[config.mk]
export PLATFORM = sky130hd
export DESIGN_NAME = sram_page_guard
export DESIGN_NICKNAME = d
export VERILOG_FILES = /design/src/rtl/sram_guard_pkg.sv /design/src/rtl/page_prot_reg.sv /design/src/rtl/page_lookup.sv /design/src/rtl/write_gate.sv /design/src/rtl/sram_page_guard.sv
export SDC_FILE = /design/constraint.sdc
export NUM_CORES = 1
export LEC_CHECK = 0
export ABC_AREA = 0
export BUFFER_PORTS_ARGS = -buffer_cell sky130_fd_sc_hd__buf_2
export CORE_MARGIN = 10
export CORE_UTILIZATION = 40
export CTS_CLUSTER_SIZE = 40
export DETAILED_ROUTE_END_ITERATION = 8
export GPL_TIMING_DRIVEN = 1
export HOLD_SLACK_MARGIN = 0.15
export PLACE_DENSITY = 0.92
export SYNTH_ARGS = -nofsm -noshare
export SYNTH_HDL_FRONTEND = slang
export SYNTH_SLANG_ARGS = --single-unit
[constraint.sdc]
create_clock -name clk -period 2.4 [get_ports clk]
set_clock_uncertainty 0.2 [all_clocks]
set_input_delay 0.24 -clock clk [delete_from_list [all_inputs] [get_ports clk]]
set_output_delay 0.24 -clock clk [all_outputs]
set_load 0.02 [all_outputs]
[src/rtl/sram_guard_pkg.sv]
// Package: shared constants and helpers for the SRAM page write guard.
// Assumes pages are 1 KB and the protection register is 32 bits wide.
package sram_guard_pkg;

    localparam int PROT_BITS = 32;               // width of the protection register
    localparam int PAGE_LSB  = 10;               // log2 of the page size in bytes
    localparam int IDX_W     = $clog2(PROT_BITS); // page index width

    typedef logic [PROT_BITS-1:0] prot_vec_t;
    typedef logic [IDX_W-1:0]     page_idx_t;

    // Mask with ones at positions below n: the implemented pages.
    function automatic prot_vec_t implemented_pages(input int n);
        prot_vec_t m;
        for (int i = 0; i < PROT_BITS; i++) begin
            m[i] = (i < n);
        end
        return m;
    endfunction

endpackage

[src/rtl/page_prot_reg.sv]
// Module: set-only page protection register.
// What it does: each implemented bit is a sticky flop that is set by a
// configuration write carrying a 1 in its position. Only reset clears it.
// Assumes: NUM_PAGES <= PROT_BITS; unimplemented bits are tied to 0.
module page_prot_reg
    import sram_guard_pkg::*;
#(
    parameter int NUM_PAGES = 32
) (
    input  logic      clk,
    input  logic      rst_n,
    input  logic      set_en,
    input  prot_vec_t set_bits,
    output prot_vec_t prot_q
);

    genvar gi;
    generate
        for (gi = 0; gi < PROT_BITS; gi++) begin : g_bit
            if (gi < NUM_PAGES) begin : g_impl
                logic bit_q;
                // Sticky bit: reset clears it, a written 1 sets it, a written 0 keeps it.
                always_ff @(posedge clk) begin
                    if (!rst_n) begin
                        bit_q <= 1'b0;
                    end else if (set_en && set_bits[gi]) begin
                        bit_q <= 1'b1;
                    end
                end
                assign prot_q[gi] = bit_q;
            end else begin : g_absent
                assign prot_q[gi] = 1'b0;
            end
        end
    endgenerate

endmodule

[src/rtl/page_lookup.sv]
// Module: page protection lookup.
// What it does: selects the protection bit named by a page index.
// Assumes: the index range matches the register width, so every index is in range.
module page_lookup
    import sram_guard_pkg::*;
(
    input  page_idx_t page_idx,
    input  prot_vec_t prot_bits,
    output logic      page_locked
);

    // Pick the protection bit of the addressed page.
    always_comb begin
        page_locked = prot_bits[page_idx];
    end

endmodule

[src/rtl/write_gate.sv]
// Module: request gate with error pulse.
// What it does: forwards reads and unlocked writes combinationally and
// withholds writes to locked pages. It raises a registered one-cycle error
// after each withheld write.
// Assumes: the downstream SRAM ignores mem_addr and mem_wdata when mem_req is 0.
module write_gate #(
    parameter int ADDR_W = 15,
    parameter int DATA_W = 32
) (
    input  logic              clk,
    input  logic              rst_n,
    input  logic              in_req,
    input  logic              in_we,
    input  logic [ADDR_W-1:0] in_addr,
    input  logic [DATA_W-1:0] in_wdata,
    input  logic              page_locked,
    output logic              mem_req,
    output logic              mem_we,
    output logic [ADDR_W-1:0] mem_addr,
    output logic [DATA_W-1:0] mem_wdata,
    output logic              wr_err
);

    logic blocked;

    // Decide whether this cycle's request is a write to a locked page.
    always_comb begin
        blocked = in_req && in_we && page_locked;
    end

    // Forward the request unless it is blocked; address and data go straight through.
    always_comb begin
        mem_req   = in_req && !blocked;
        mem_we    = in_we && in_req && !blocked;
        mem_addr  = in_addr;
        mem_wdata = in_wdata;
    end

    // Register the error so it lasts exactly one cycle per blocked write.
    always_ff @(posedge clk) begin
        if (!rst_n) begin
            wr_err <= 1'b0;
        end else begin
            wr_err <= blocked;
        end
    end

endmodule

[src/rtl/sram_page_guard.sv]
// Module: top of the page-granular SRAM write guard.
// What it does: holds per-page set-only protection bits, written through a
// simple address/data port, and filters memory writes by 1 KB page.
// Assumes: ADDR_W >= 15, so the page index is in_addr[14:10]; NUM_PAGES <= 32.
module sram_page_guard
    import sram_guard_pkg::*;
#(
    parameter int          NUM_PAGES     = 32,
    parameter int          ADDR_W        = 15,
    parameter int          DATA_W        = 32,
    parameter int          CFG_AW        = 4,
    parameter logic [3:0]  PROT_REG_ADDR = 4'h8
) (
    input  logic              clk,
    input  logic              rst_n,
    input  logic              cfg_wr_en,
    input  logic [CFG_AW-1:0] cfg_wr_addr,
    input  logic [31:0]       cfg_wr_data,
    output logic [31:0]       prot_mask,
    input  logic              in_req,
    input  logic              in_we,
    input  logic [ADDR_W-1:0] in_addr,
    input  logic [DATA_W-1:0] in_wdata,
    output logic              mem_req,
    output logic              mem_we,
    output logic [ADDR_W-1:0] mem_addr,
    output logic [DATA_W-1:0] mem_wdata,
    output logic              wr_err
);

    localparam logic [CFG_AW-1:0] REG_SEL = CFG_AW'(PROT_REG_ADDR);

    logic      reg_hit;
    prot_vec_t prot_q;
    page_idx_t page_idx;
    logic      page_locked;

    // Decode a configuration write aimed at the protection register.
    always_comb begin
        reg_hit = cfg_wr_en && (cfg_wr_addr == REG_SEL);
    end

    // Extract the 1 KB page index from the byte address.
    always_comb begin
        page_idx = in_addr[PAGE_LSB +: IDX_W];
    end

    page_prot_reg #(
        .NUM_PAGES(NUM_PAGES)
    ) u_prot_reg (
        .clk     (clk),
        .rst_n   (rst_n),
        .set_en  (reg_hit),
        .set_bits(cfg_wr_data),
        .prot_q  (prot_q)
    );

    page_lookup u_lookup (
        .page_idx   (page_idx),
        .prot_bits  (prot_q),
        .page_locked(page_locked)
    );

    write_gate #(
        .ADDR_W(ADDR_W),
        .DATA_W(DATA_W)
    ) u_gate (
        .clk        (clk),
        .rst_n      (rst_n),
        .in_req     (in_req),
        .in_we      (in_we),
        .in_addr    (in_addr),
        .in_wdata   (in_wdata),
        .page_locked(page_locked),
        .mem_req    (mem_req),
        .mem_we     (mem_we),
        .mem_addr   (mem_addr),
        .mem_wdata  (mem_wdata),
        .wr_err     (wr_err)
    );

    // Expose the protection bits.
    always_comb begin
        prot_mask = prot_q;
    end

endmodule

==> flow_summary.ini <==
[logic_synthesis]
synthFlopType = dfxtp_1
syn_nets = 318
seq_area_frac_synth = 0.329
syn_inst = 230
synth_top_cells_by_area = dfxtp_1, buf_4, nor2b_1
synth_top_cell_area_share = 0.329
synth.most_common_cell = buf_4
ys_warn_count = 0
netlist-cell-type-count = 22
synth.ff_latch_count = 33
synthArstFlopShare = 0
syn_area_sq_um = 2010
synth_top_area_cell = dfxtp_1
syn_avg_cell_area_sq_um = 8.74
synth_commonest_cells = buf_4, a21oi_1, dfxtp_1, nor2b_1, mux2i_1
synth_edf_count = 0

[sta]
period_share = 0.900
slew_headroom = 0.703
post-route-min-period_ps = 2160
fin_tns_setup_ps = 0
hold_viol = 0
rsz0062_at_grt = false
drv_slew = 0
setup_ws_ps = 240
tightest_slew_ps = 445
max_freq_mhz = 463
setup_viol = 0

[critical_path]
start_kind = input port
path_class = input port to primary output
max_stage_delay_ps = 330
worstPathArrival_ps = 1720
cp-end-kind = primary output
worstPathCellList = clkbuf_4 -> mux2i_1 -> a22oi_1 -> nand4b_1 -> a21oi_1 -> a311oi_2 -> and3_1 -> buf_2
cp_slowest_cell = a311oi_2
path_max_fanout = 17
cp.required_ps = 1960

[route]
routedWlPerCell_microns = 15.6
top_layer = met4
dr_wl_met3_microns = 530
routed_wl_mm = 5.32
avgViaCountPerCell = 4.57
num_vias = 1555
drt_pass1_iterations = 4
wl_met1_mm = 1.98
drt-initial-drc-count = 37
drc_errors = 0
antenna_left = 0
routed-wl-met2_mm = 2.74

[die]
fp.dieW_microns = 90.9
die_y_microns = 90.9
std_cell_rows = 25
io_pins = 170
dieArea_sq_um = 8260
start_util = 0.420
core-area_sq_um = 4790

[grt]
track_usage = 0.125
grt_max_degree = 34
antenna_found_initial = 0
grt_pass1_vias = 1682
grt_pass1_wl_mm = 8.54
grt.overflow.total = 0

[outcome]
status = completed

[cells_and_area]
n_fill_cell = 468
area_delta_synth_final_pct = 16.8
diodes = 0
drive_above_1_share = 0.363
final_core_util = 0.491
layout.cells.non_filler = 340
nets = 360

[power]
finalPower_uw = 1200
peakVddDrop_v = 0.000267
power_density_nw_per_um2 = 510
power.leakage_uw = 0.00109

[placed_design]
dp_hpwl_mm = 3.88
portBuffers = 85
place_congestion = 0.711
post-place-cells = 298
place_ws_ps = 71.0

[clocking]
cts.sinks = 33
cts_buffers = 5
cts_tree = built
clk_latency_ps = 280
htree_levels = 2
cts.root.buffer_cell = clkbuf_8
path_clk_slew_ps = 70
cts_buffer_depth = 2

[job]
drv_cap = 0

[min_path]
hold_class = input port to flop
## metrics by stage
| stage | cell area, sq um | hold slack, ps |
|---|---|---|
| final | 2350 | 248 |
| after global routing | 2350 | 265 |
| after CTS | 2350 | 237 |
| after detailed placement | 1900 | 280 |
| after global placement | 1900 | 280 |
| after floorplan | 2010 | 166 |
## placed cells by master (no fill, tap or decap)
cell | netlist | layout
and2_2 | 1 | 1
nand3_1 | 3 | 3
and3_1 | 1 | 1
buf_2 | 0 | 84
a211oi_1 | 1 | 1
dfxtp_1 | 33 | 33
nor2b_1 | 33 | 33
nand2_1 | 7 | 7
mux2i_1 | 16 | 16
nand2b_1 | 1 | 1
a22oi_1 | 4 | 4
a311oi_2 | 1 | 1
nor4_4 | 0 | 1
clkbuf_4 | 0 | 1
inv_1 | 1 | 1
nor2_1 | 2 | 2
dlygate4sd3_1 | 0 | 34
nand4b_1 | 1 | 1
buf_4 | 79 | 3
o21a_1 | 1 | 1
and2b_1 | 1 | 1
clkbuf_8 | 0 | 7
a21oi_1 | 35 | 35
clkinv_2 | 0 | 1
## per-layer routing
| layer | GRT usage | up-vias |
|---|---|---|
| met5 | 0 | - |
| met4 | 0.0392 | 0 |
| met3 | 0.0665 | 14 |
| met2 | 0.224 | 72 |
| met1 | 0.122 | 701 |
| li1 | - | 768 |
## cell type report
type,count,area [sq um],share of cell area
timing repair buffer,122,791,0.337
multi-input combinational,109,708,0.302
sequential,33,661,0.281
clock buffer,7,96.3,0.0410
tap,67,83.8,0.0357
clock inverter,1,5.00,0.00213
inverter,1,3.75,0.00160
## power breakdown
group          internal, uW  total (uW)  switching (uW)
clock network           259         451             192
registers               555         561            5.65
logic                   104         185            81.2
total                   918        1200             279
## sequential cells by signal, summed over array words and instances, names as in the netlist
register,count
u_gate.wr_err,1
u_prot_reg.g_bit.g_impl.bit_q,32
## cell families (layout without fill, tap and decap cells)
logic type	Yosys count	count (layout)	synth area share
and+or+nand+nor	51	51	0.151
buffers and inverters	88	131	0.324
DFF	33	33	0.329
muxes	16	16	0.0796
AOI/OAI and AO/OA	42	42	0.117
## critical path, delay by kind of cell
kind            cells  cell delay [ps]
compound gates      3              490
simple gates        2              290
mux                 1              230
buf+inv             2              460
## worst paths after layout
kind	start	slack [ps]	depth (start not counted)	to
max	in_addr[11]	240	8	mem_we
min	rst_n	250	2	u_prot_reg.g_bit[24].g_impl.bit_q
max reg2reg	u_prot_reg.g_bit[15].g_impl.bit_q	940	6	u_gate.wr_err
min reg2reg	u_prot_reg.g_bit[18].g_impl.bit_q	320	2	u_prot_reg.g_bit[18].g_impl.bit_q
## what timing repair did
action,in CTS,in global routing
gates resized for setup,0,1
buffers inserted,0,0
setup endpoints to repair,0,2
hold buffers,34,0
endpoints found under the hold margin,33,0
Power figures use the tool's default switching activity.
